File: src/rtl/psram_seq_pkg.sv
// Shared types for the pseudo-SRAM power sequencer.
// Assumes: nothing beyond IEEE 1800-2017.
package psram_seq_pkg;

    typedef enum logic [2:0] {
        ST_OFF       = 3'd0,
        ST_PWRUP_LOW = 3'd1,
        ST_WAKE_HOLD = 3'd2,
        ST_READY     = 3'd3,
        ST_PD_SETUP  = 3'd4,
        ST_PD_LOW    = 3'd5,
        ST_PD_IDLE   = 3'd6
    } seq_state_t;

endpackage

File: src/rtl/psram_seq_timer.sv
// Down-counter shared by every timed phase of the sequencer.
// A load sets the count to (phase length - 1). done is high in the last
// cycle of the phase, so a phase loaded with N-1 lasts exactly N cycles.
// Assumes: the caller loads on the same edge that enters the phase.
module psram_seq_timer #(
    parameter int unsigned CW = 8
) (
    input  logic          clk,
    input  logic          rst_n,
    input  logic          load,
    input  logic [CW-1:0] load_val,
    output logic          done
);

    logic [CW-1:0] cnt_q;

    // count down toward zero, reload on request
    always_ff @(posedge clk) begin
        if (!rst_n) begin
            cnt_q <= '0;
        end else if (load) begin
            cnt_q <= load_val;
        end else if (cnt_q != '0) begin
            cnt_q <= cnt_q - 1'b1;
        end
    end

    assign done = (cnt_q == '0);

endmodule

File: src/rtl/psram_req_hold.sv
// Remembers a request pulse while arm is high and clears it when clear is high.
// Assumes: arm and clear are never high together (clear wins if they are).
module psram_req_hold (
    input  logic clk,
    input  logic rst_n,
    input  logic arm,
    input  logic req,
    input  logic clear,
    output logic pend
);

    logic pend_q;

    // capture a request in the armed window, drop it outside
    always_ff @(posedge clk) begin
        if (!rst_n) begin
            pend_q <= 1'b0;
        end else if (clear) begin
            pend_q <= 1'b0;
        end else if (arm && req) begin
            pend_q <= 1'b1;
        end
    end

    assign pend = pend_q;

endmodule

File: src/rtl/psram_pwr_seq.sv
// Power-up / power-down sequencer for a pseudo-static RAM.
// Owns both chip-enable levels until the memory is ready, then releases the
// active-low enable to the access controller. Every minimum time is a cycle
// count set by a parameter. Outputs are decoded from the registered state.
// Assumes: supply_ok, pd_req, wake_req and acc_busy are synchronous to clk.
module psram_pwr_seq
    import psram_seq_pkg::*;
#(
    parameter int unsigned T_C2L  = 12500,  // CE2 low after supply good
    parameter int unsigned T_CEH  = 75000,  // CE1 high hold before ready
    parameter int unsigned T_CSP  = 3,      // CE1 high before CE2 falls
    parameter int unsigned T_C2LP = 20      // minimum CE2 low in power-down
) (
    input  logic clk,
    input  logic rst_n,
    input  logic supply_ok,
    input  logic pd_req,
    input  logic wake_req,
    input  logic acc_busy,
    output logic ce1_force_hi,
    output logic ce2_level,
    output logic dq_oe_off,
    output logic mem_ready,
    output logic seq_busy
);

    localparam int unsigned MAX_LONG  = (T_C2L > T_CEH) ? T_C2L : T_CEH;
    localparam int unsigned MAX_SHORT = (T_CSP > T_C2LP) ? T_CSP : T_C2LP;
    localparam int unsigned MAX_ALL   = (MAX_LONG > MAX_SHORT) ? MAX_LONG : MAX_SHORT;
    localparam int unsigned CW        = $clog2(MAX_ALL + 1);

    seq_state_t    state_q, state_d;
    logic          tmr_load, tmr_done;
    logic [CW-1:0] tmr_val;
    logic          pd_pend, wake_pend;
    logic          pd_arm, wake_arm;

    assign pd_arm   = (state_q == ST_READY);
    assign wake_arm = (state_q == ST_PD_SETUP) || (state_q == ST_PD_LOW);

    psram_seq_timer #(.CW(CW)) u_timer (
        .clk      (clk),
        .rst_n    (rst_n),
        .load     (tmr_load),
        .load_val (tmr_val),
        .done     (tmr_done)
    );

    psram_req_hold u_pd_hold (
        .clk   (clk),
        .rst_n (rst_n),
        .arm   (pd_arm),
        .req   (pd_req),
        .clear (!pd_arm),
        .pend  (pd_pend)
    );

    psram_req_hold u_wake_hold (
        .clk   (clk),
        .rst_n (rst_n),
        .arm   (wake_arm),
        .req   (wake_req),
        .clear (!wake_arm),
        .pend  (wake_pend)
    );

    // next-state selection; supply loss overrides every state
    always_comb begin
        state_d = state_q;
        unique case (state_q)
            ST_OFF:       if (supply_ok) state_d = ST_PWRUP_LOW;
            ST_PWRUP_LOW: if (tmr_done) state_d = ST_WAKE_HOLD;
            ST_WAKE_HOLD: if (tmr_done) state_d = ST_READY;
            ST_READY:     if ((pd_req || pd_pend) && !acc_busy) state_d = ST_PD_SETUP;
            ST_PD_SETUP:  if (tmr_done) state_d = ST_PD_LOW;
            ST_PD_LOW:    if (tmr_done) state_d = (wake_req || wake_pend) ? ST_WAKE_HOLD : ST_PD_IDLE;
            ST_PD_IDLE:   if (wake_req) state_d = ST_WAKE_HOLD;
            default:      state_d = ST_OFF;
        endcase
        if (!supply_ok) state_d = ST_OFF;
    end

    // timer reload value for the phase being entered
    always_comb begin
        tmr_load = (state_d != state_q);
        unique case (state_d)
            ST_PWRUP_LOW: tmr_val = CW'(T_C2L - 1);
            ST_WAKE_HOLD: tmr_val = CW'(T_CEH - 1);
            ST_PD_SETUP:  tmr_val = CW'(T_CSP - 1);
            ST_PD_LOW:    tmr_val = CW'(T_C2LP - 1);
            default:      tmr_val = '0;
        endcase
    end

    // state register
    always_ff @(posedge clk) begin
        if (!rst_n) state_q <= ST_OFF;
        else        state_q <= state_d;
    end

    // pin-level decode of the registered state
    always_comb begin
        ce1_force_hi = (state_q != ST_READY);
        dq_oe_off    = (state_q != ST_READY);
        mem_ready    = (state_q == ST_READY);
        ce2_level    = (state_q == ST_WAKE_HOLD) || (state_q == ST_READY) ||
                       (state_q == ST_PD_SETUP);
        seq_busy     = (state_q == ST_PWRUP_LOW) || (state_q == ST_WAKE_HOLD) ||
                       (state_q == ST_PD_SETUP)  || (state_q == ST_PD_LOW);
    end

endmodule

File: config.mk
export PLATFORM = sky130hd
export DESIGN_NAME = psram_pwr_seq
export DESIGN_NICKNAME = d
export VERILOG_FILES = /design/src/rtl/psram_seq_pkg.sv /design/src/rtl/psram_seq_timer.sv /design/src/rtl/psram_req_hold.sv /design/src/rtl/psram_pwr_seq.sv
export SDC_FILE = /design/constraint.sdc
export NUM_CORES = 1
export LEC_CHECK = 0
export BUFFER_PORTS_ARGS = -buffer_cell sky130_fd_sc_hd__buf_2
export CAP_MARGIN = 10
export CORE_ASPECT_RATIO = 1.2
export CORE_MARGIN = 5
export CORE_UTILIZATION = 50
export DETAILED_ROUTE_END_ITERATION = 12
export PLACE_DENSITY = 0.78
export SETUP_SLACK_MARGIN = 0.15
export SYNTH_ARGS = -nofsm -noshare
export SYNTH_HDL_FRONTEND = slang
export SYNTH_SLANG_ARGS = --single-unit
File: constraint.sdc
create_clock -name clk -period 3.1 [get_ports clk]
set_clock_uncertainty 0.2 [all_clocks]
set_input_delay 0.31 -clock clk [delete_from_list [all_inputs] [get_ports clk]]
set_output_delay 0.31 -clock clk [all_outputs]
set_load 0.02 [all_outputs]
* Word level (Yosys, flattened, before mapping)
Cells that the tools add are included.
** Cells by class
- Add/sub/neg operators :: 1
- $mul :: 0
- Div/mod/pow operators :: 0
- Order comparisons :: 0
- Equal/unequal tests :: 12
- Shift operators :: 0
- Mux-type cells :: 12
- Bitwise logic cells :: 0
- Reductions and logical operators :: 18
** Operators by type and width (count)
- $pmux 17 s4 :: 1
- $mux 17 :: 2
- $mux 3 :: 8
- $pmux 3 s7 :: 1
- $logic_not 17->1 :: 1
- $reduce_bool 17->1 :: 1
- $sub 17x1->17 const B :: 1
- $eq 3x3->1 const B :: 5
- $eq 3x2->1 const B :: 3
- $logic_or 1x1->1 :: 8
- $eq 3x1->1 const B :: 2
- $reduce_and 2->1 :: 2
- $logic_and 1x1->1 :: 3
- $logic_not 3->1 :: 1
- $ne 3x2->1 const B :: 1
- $ne 3x3->1 :: 1
- $reduce_bool 2->1 :: 1
- $logic_not 1->1 :: 1
** Word-level totals
- Bits in registers :: 22
- Latch bits :: 0
- RAM bits :: 0
- ROM bits :: 0
- Bits of input ports :: 6
- Output and inout port bits :: 5
- Word-level logic and storage cells :: 47
- Memories :: 0

* Depth between registers and ports, before layout
- Depth in word-level cells :: 8
- Depth in mapped cells :: 8
- Gate-level depth less buffers :: 7

* Hierarchy
Synthesis repeated with hierarchy kept, for this count alone.
** Second synthesis, totals
- Cells, all modules :: 184
- Area, all modules :: 1451.4 um2
** By module, submodules not included
- psram_seq_timer :: times used 1, cells each 111, area each 919.6 um2, seq. area each 340.3 um2
- psram_pwr_seq :: times used 1, cells each 67, area each 456.7 um2, seq. area each 60.1 um2
- psram_req_hold :: times used 2, cells each 3, area each 37.5 um2, seq. area each 20.0 um2

* Worst setup path after synthesis
Ideal clock, no wire load.
- Path kind :: reg-to-reg
- Start point :: register u_timer.cnt_q[12]
- End point :: register u_timer.cnt_q[11]
- Setup time :: 0.115 ns
- Arrival time :: 1.996 ns
- Required time :: 2.785 ns
- Path slack :: 0.789 ns
- Cell stages (with the launch flop) :: 7
- Path buffers :: 1
- Clock period less this slack :: 2.311 ns
- Cells stage by stage :: dfxtp_1 or3_4 or4_1 buf_4 nor4_4 nand2b_2 nor2_1
** On the way
- Longest elaborated chain between the ends :: 6
- Elaborated cells on any way between the ends :: 11
- Classes of those cells :: eq/ne: 1; mux: 7; reduce/logical: 3
** RTL lines
- start: declaration :: RTL line psram_seq_timer.sv:15 : logic [CW-1:0] cnt_q;
- start signal: assignment :: RTL line psram_seq_timer.sv:22 : cnt_q <= load_val;
- start signal: assignment :: RTL line psram_seq_timer.sv:24 : cnt_q <= cnt_q - 1'b1;
- $logic_not 17->1 :: RTL line psram_seq_timer.sv:28 : assign done = (cnt_q == '0);
- $mux 3 (on tied branches)
- $pmux 3 s7 :: RTL line psram_pwr_seq.sv:70 : unique case (state_q)
- $mux 3 :: RTL line psram_pwr_seq.sv:80 : if (!supply_ok) state_d = ST_OFF;
- $ne 3x3->1 :: RTL line psram_pwr_seq.sv:85 : tmr_load = (state_d != state_q);
- $mux 17 / $reduce_bool 2->1 (equally long branches)
Several ways; a longest one is shown, not always the timed one.
A chain may end at the register's enable or synchronous reset.

* Worst setup path in the final report
- Start point :: register u_timer.cnt_q[12]
- End point :: register u_timer.cnt_q[4]
** On the way
- Longest elaborated chain between the ends :: 7
- Elaborated cells on any way between the ends :: 16
- Classes of those cells :: eq/ne: 5; mux: 8; reduce/logical: 3
** RTL lines
- $logic_not 17->1 :: RTL line psram_seq_timer.sv:28
- $mux 3 (on tied branches)
- $pmux 3 s7 :: RTL line psram_pwr_seq.sv:70
- $mux 3 :: RTL line psram_pwr_seq.sv:80
- $eq 3x3->1 (tied with other cells) :: RTL line psram_pwr_seq.sv:86 : unique case (state_d)
- $pmux 17 s4 :: RTL line psram_pwr_seq.sv:86
- $mux 17 :: RTL line psram_seq_timer.sv:21 : end else if (load) begin
Several ways; a longest one is shown, not always the timed one.

==> run summary <==
## Synthesis
* fraction of registers with async set or reset after synthesis: 0%
* parity-gate share of the synthesized area counting xor and xnor cells: 9.03%
* ys flop type: sky130_fd_sc_hd__dfxtp_1
* post-synthesis compound-gate area fraction: 26.4%
* Yosys cell types: 51
* net count after synthesis: 184
* EDFF count, synth: 0
* synthesis-stage register bit count: 22
* simple-gate share of the synthesized area: 26.9%
* multiplexer fraction of the synthesized cell area: 0.688%
* synthesized netlist cell count: 176
* number of warnings reported in the yosys synthesis log: 0
* adder-cell area share of the yosys netlist: 1.72%
* sequential share of the synthesized area: 30.3%
* largest family of logic cells by synthesized area: simple AND/OR/NAND/NOR gates
* netlist area before placement: 1460 um2
* Mapped Avg Cell Area: 8.27 um2

## Pwr
* share of total power consumed by net switching: 42.5%
* internal power consumption: 742 uW
* sum of internal, switching and leakage power: 1290 uW
* combinational share of power: 52.5%
* Reg power frac: 29.9%
* clock share of power: 17.5%
* power per cell area: 815 nW/um2
* maximum resistive drop on vdd: 0.000560 V
* Pleak: 0.000586 uW
* net switching power: 549 uW

## Timing
* RSZ-0062 raised after global routing: false
* transition time at the pin with the least slew margin: 0.740 ns
* highest achievable clock rate: 0.383 GHz
* crit path setup slack, layout: 0.488 ns
* slew margin rel.: 50.5%
* final period utilization: 84.2%
* total negative slack: 0 ns
* hold violation count in the final report: 0
* post-layout minimum cycle time: 2.61 ns
* final setup violating endpoints: 0
* number of slew-limit violations in the final report: 0

## Drt
* via count of the routed design: 1382
* uppermost layer routed: met4
* iteration-0 DRC count of the detailed router: 88
* wire length after detailed routing: 3.57 mm
* average detailed-routed wire length per instance: 16.4 um
* met1 wire length: 1.38 mm
* drt pass-1 iters: 4
* via/cell ratio: 6.34
* DRC violation count after routing: 0
* number of nets still failing antenna checks after routing: 0
* met3 wire length: 256 um
* met2 routed WL: 1.80 mm

## Clock network
* hold-fix buffer count after cts: 0
* clock latency on the worst-skew pair: 0.32 ns
* Resize count post-CTS: 0
* CTS Sinks: 22
* Longest Clk Path Bufs: 2
* clock transition at the registers of the reported paths: 0.13 ns
* post-CTS setup buffer count: 0
* CTS tree: built
* root buffer cell: sky130_fd_sc_hd__clkbuf_4
* Num CTS Buffers: 3
* H-tree lvl count: 1

## Global routing
* initial antenna violation count: 0
* wire length of the first global-routing pass: 5.73 mm
* vias in the first global route: 1276
* maximum number of pins on one net before global-route repair: 16
* total congestion overflow: 0
* GRT Total Usage: 18.0%

## Placed design
* global placement routability congestion: 0.906
* pre-CTS worst setup slack: 0.559 ns
* sum of net half-perimeters after detailed placement: 2.68 mm
* Port Buf Inserts: 10

## Layout
* relative area change from synthesis to final layout: 8.86%
* Layout fillers: 264
* share of layout cells above drive strength 1: 16.8%
* antenna diode count: 0
* total number of nets in the final design: 193

## Setup path
* Reg2Reg Setup Slack: 0.49 ns
* kind of launch point of the worst setup path: flop
* data required time of the worst path: 3.15 ns
* worst-path cell with the longest stage delay: sky130_fd_sc_hd__or4_1
* worst setup path class: reg -> reg
* cells along the critical path: or3_4 > or4_1 > nor4_4 > a21oi_1 > o22ai_1
* worst-path fanout max: 8
* peak per-stage delay on the critical path: 0.73 ns
* endpoint class of the critical path: flop
* arrival time at the worst endpoint: 2.66 ns

## Die
* number of cell rows: 21
* initial core utilization: 52.2%
* die span in y: 69.1 um
* boundary pin count: 11
* area of the die: 4090 um2
* die outline width: 59.2 um
* placeable core region: 2790 um2

## Worst hold path
* worst min path class: in -> reg

## Status
* run status: complete, no violations

## Run
* MaxCap Viol Count: 0

[state kept, by name, indices dropped and copies added (netlist names)]
register and count:
u_timer.cnt_q 17, state_q 3, u_pd_hold.pend 1, u_wake_hold.pend 1
[path summary, 6_finish.rpt]
check,start,end,cells after the start
min reg2reg,u_timer.cnt_q[8],u_timer.cnt_q[8],2
max,u_timer.cnt_q[12],u_timer.cnt_q[4],5
max reg2reg,u_timer.cnt_q[12],u_timer.cnt_q[4],5
min,rst_n,u_timer.cnt_q[12],2
[metrics by stage]
step	hold WS, ns	util [%]	area (um2)	std cells
after floorplan	0.227	-	1460	176
after global placement	0.305	55.0	1530	214
after detailed placement	0.305	55.0	1530	214
after CTS	0.0590	56.9	1580	218
after global routing	0.0680	56.9	1580	218
final	0.0595	56.9	1580	218
[cell usage in the layout (no fill, tap or decap), types with 4 or more instances in the layout]
cell / instances
sky130_fd_sc_hd__xnor2_1: 7
sky130_fd_sc_hd__buf_4: 4
sky130_fd_sc_hd__nand2_1: 8
sky130_fd_sc_hd__a21oi_1: 7
sky130_fd_sc_hd__o211ai_1: 4
sky130_fd_sc_hd__o21ai_0: 8
sky130_fd_sc_hd__dfxtp_1: 22
sky130_fd_sc_hd__inv_1: 7
sky130_fd_sc_hd__a211oi_1: 4
sky130_fd_sc_hd__nor4_1: 4
sky130_fd_sc_hd__nor3_1: 9
sky130_fd_sc_hd__nor2_1: 18
sky130_fd_sc_hd__o22ai_1: 8
sky130_fd_sc_hd__xor2_1: 8
sky130_fd_sc_hd__buf_2: 10
[synthesized netlist by cell type, types with 2 or more instances]
| master | count | area [um2] |
|---|---|---|
| sky130_fd_sc_hd__and3_1 | 2 | 12.5 |
| sky130_fd_sc_hd__or2_2 | 2 | 12.5 |
| sky130_fd_sc_hd__buf_4 | 2 | 15.0 |
| sky130_fd_sc_hd__ha_1 | 2 | 25.0 |
| sky130_fd_sc_hd__or3_4 | 2 | 22.5 |
| sky130_fd_sc_hd__nor4_4 | 2 | 42.5 |
| sky130_fd_sc_hd__nor4_1 | 4 | 25.0 |
| sky130_fd_sc_hd__xnor2_1 | 7 | 61.3 |
| sky130_fd_sc_hd__nand4_1 | 3 | 18.8 |
| sky130_fd_sc_hd__o21ai_0 | 8 | 40.0 |
| sky130_fd_sc_hd__or4_1 | 3 | 22.5 |
| sky130_fd_sc_hd__o211ai_1 | 4 | 30.0 |
| sky130_fd_sc_hd__nor2b_1 | 3 | 18.8 |
| sky130_fd_sc_hd__xor2_1 | 8 | 70.1 |
| sky130_fd_sc_hd__clkbuf_1 | 7 | 26.3 |
| sky130_fd_sc_hd__inv_1 | 7 | 26.3 |
| sky130_fd_sc_hd__o21ai_2 | 2 | 17.5 |
| sky130_fd_sc_hd__o2111ai_1 | 2 | 17.5 |
| sky130_fd_sc_hd__nor3_1 | 9 | 45.0 |
| sky130_fd_sc_hd__nand3b_1 | 2 | 15.0 |
| sky130_fd_sc_hd__nor2_1 | 18 | 67.6 |
| sky130_fd_sc_hd__a211oi_1 | 4 | 30.0 |
| sky130_fd_sc_hd__dfxtp_1 | 22 | 440 |
| sky130_fd_sc_hd__o22ai_1 | 8 | 50.1 |
| sky130_fd_sc_hd__nand2_1 | 8 | 30.0 |
| sky130_fd_sc_hd__a21oi_1 | 7 | 35.0 |
| sky130_fd_sc_hd__and2_1 | 3 | 18.8 |
| sky130_fd_sc_hd__a21o_1 | 2 | 15.0 |
[cell families (layout without fill, tap and decap cells)]
family / Yosys count / count (layout)
mux: 1 / 1
fa+ha+maj: 2 / 2
flops: 22 / 22
simple gates: 66 / 66
compound gates: 53 / 53
buf+inv: 17 / 25
xor+xnor: 15 / 15
[area by class of cell]
| type | instances | area, um2 | area share, % |
|---|---|---|---|
| Inverter | 7 | 26.3 | 1.66 |
| Timing Repair Buffer | 14 | 80.1 | 5.06 |
| Sequential cell | 22 | 440 | 27.8 |
| Tap cell | 34 | 42.5 | 2.69 |
| Clock inverter | 1 | 30.0 | 1.90 |
| Clock buffer | 3 | 22.5 | 1.42 |
| Multi-Input combinational cell | 137 | 942 | 59.5 |
[per-layer routing]
metal,vias to the layer above,track usage (%)
met1,645,21.9
met5,-,0
met2,55,28.9
li1,668,-
met4,0,11.1
met3,14,2.43
[power groups by stage]
stage | Clock, uW | Sequential, uW | Combinational [uW]
final | 226 | 387 | 678
after CTS | 229 | 385 | 673
after global routing | 241 | 394 | 733
after global placement | 0 | 388 | 657
after detailed placement | 0 | 390 | 668
after floorplan | 0 | 375 | 528
[critical path, delay by kind of cell, from the launching register on]
family	cells	cell delay, ns
AND/OR/NAND/NOR	3	1.59
flip-flops	1	0.36
AO/OA/AOI/OAI	2	0.38
(Power assumes the default switching activity.)
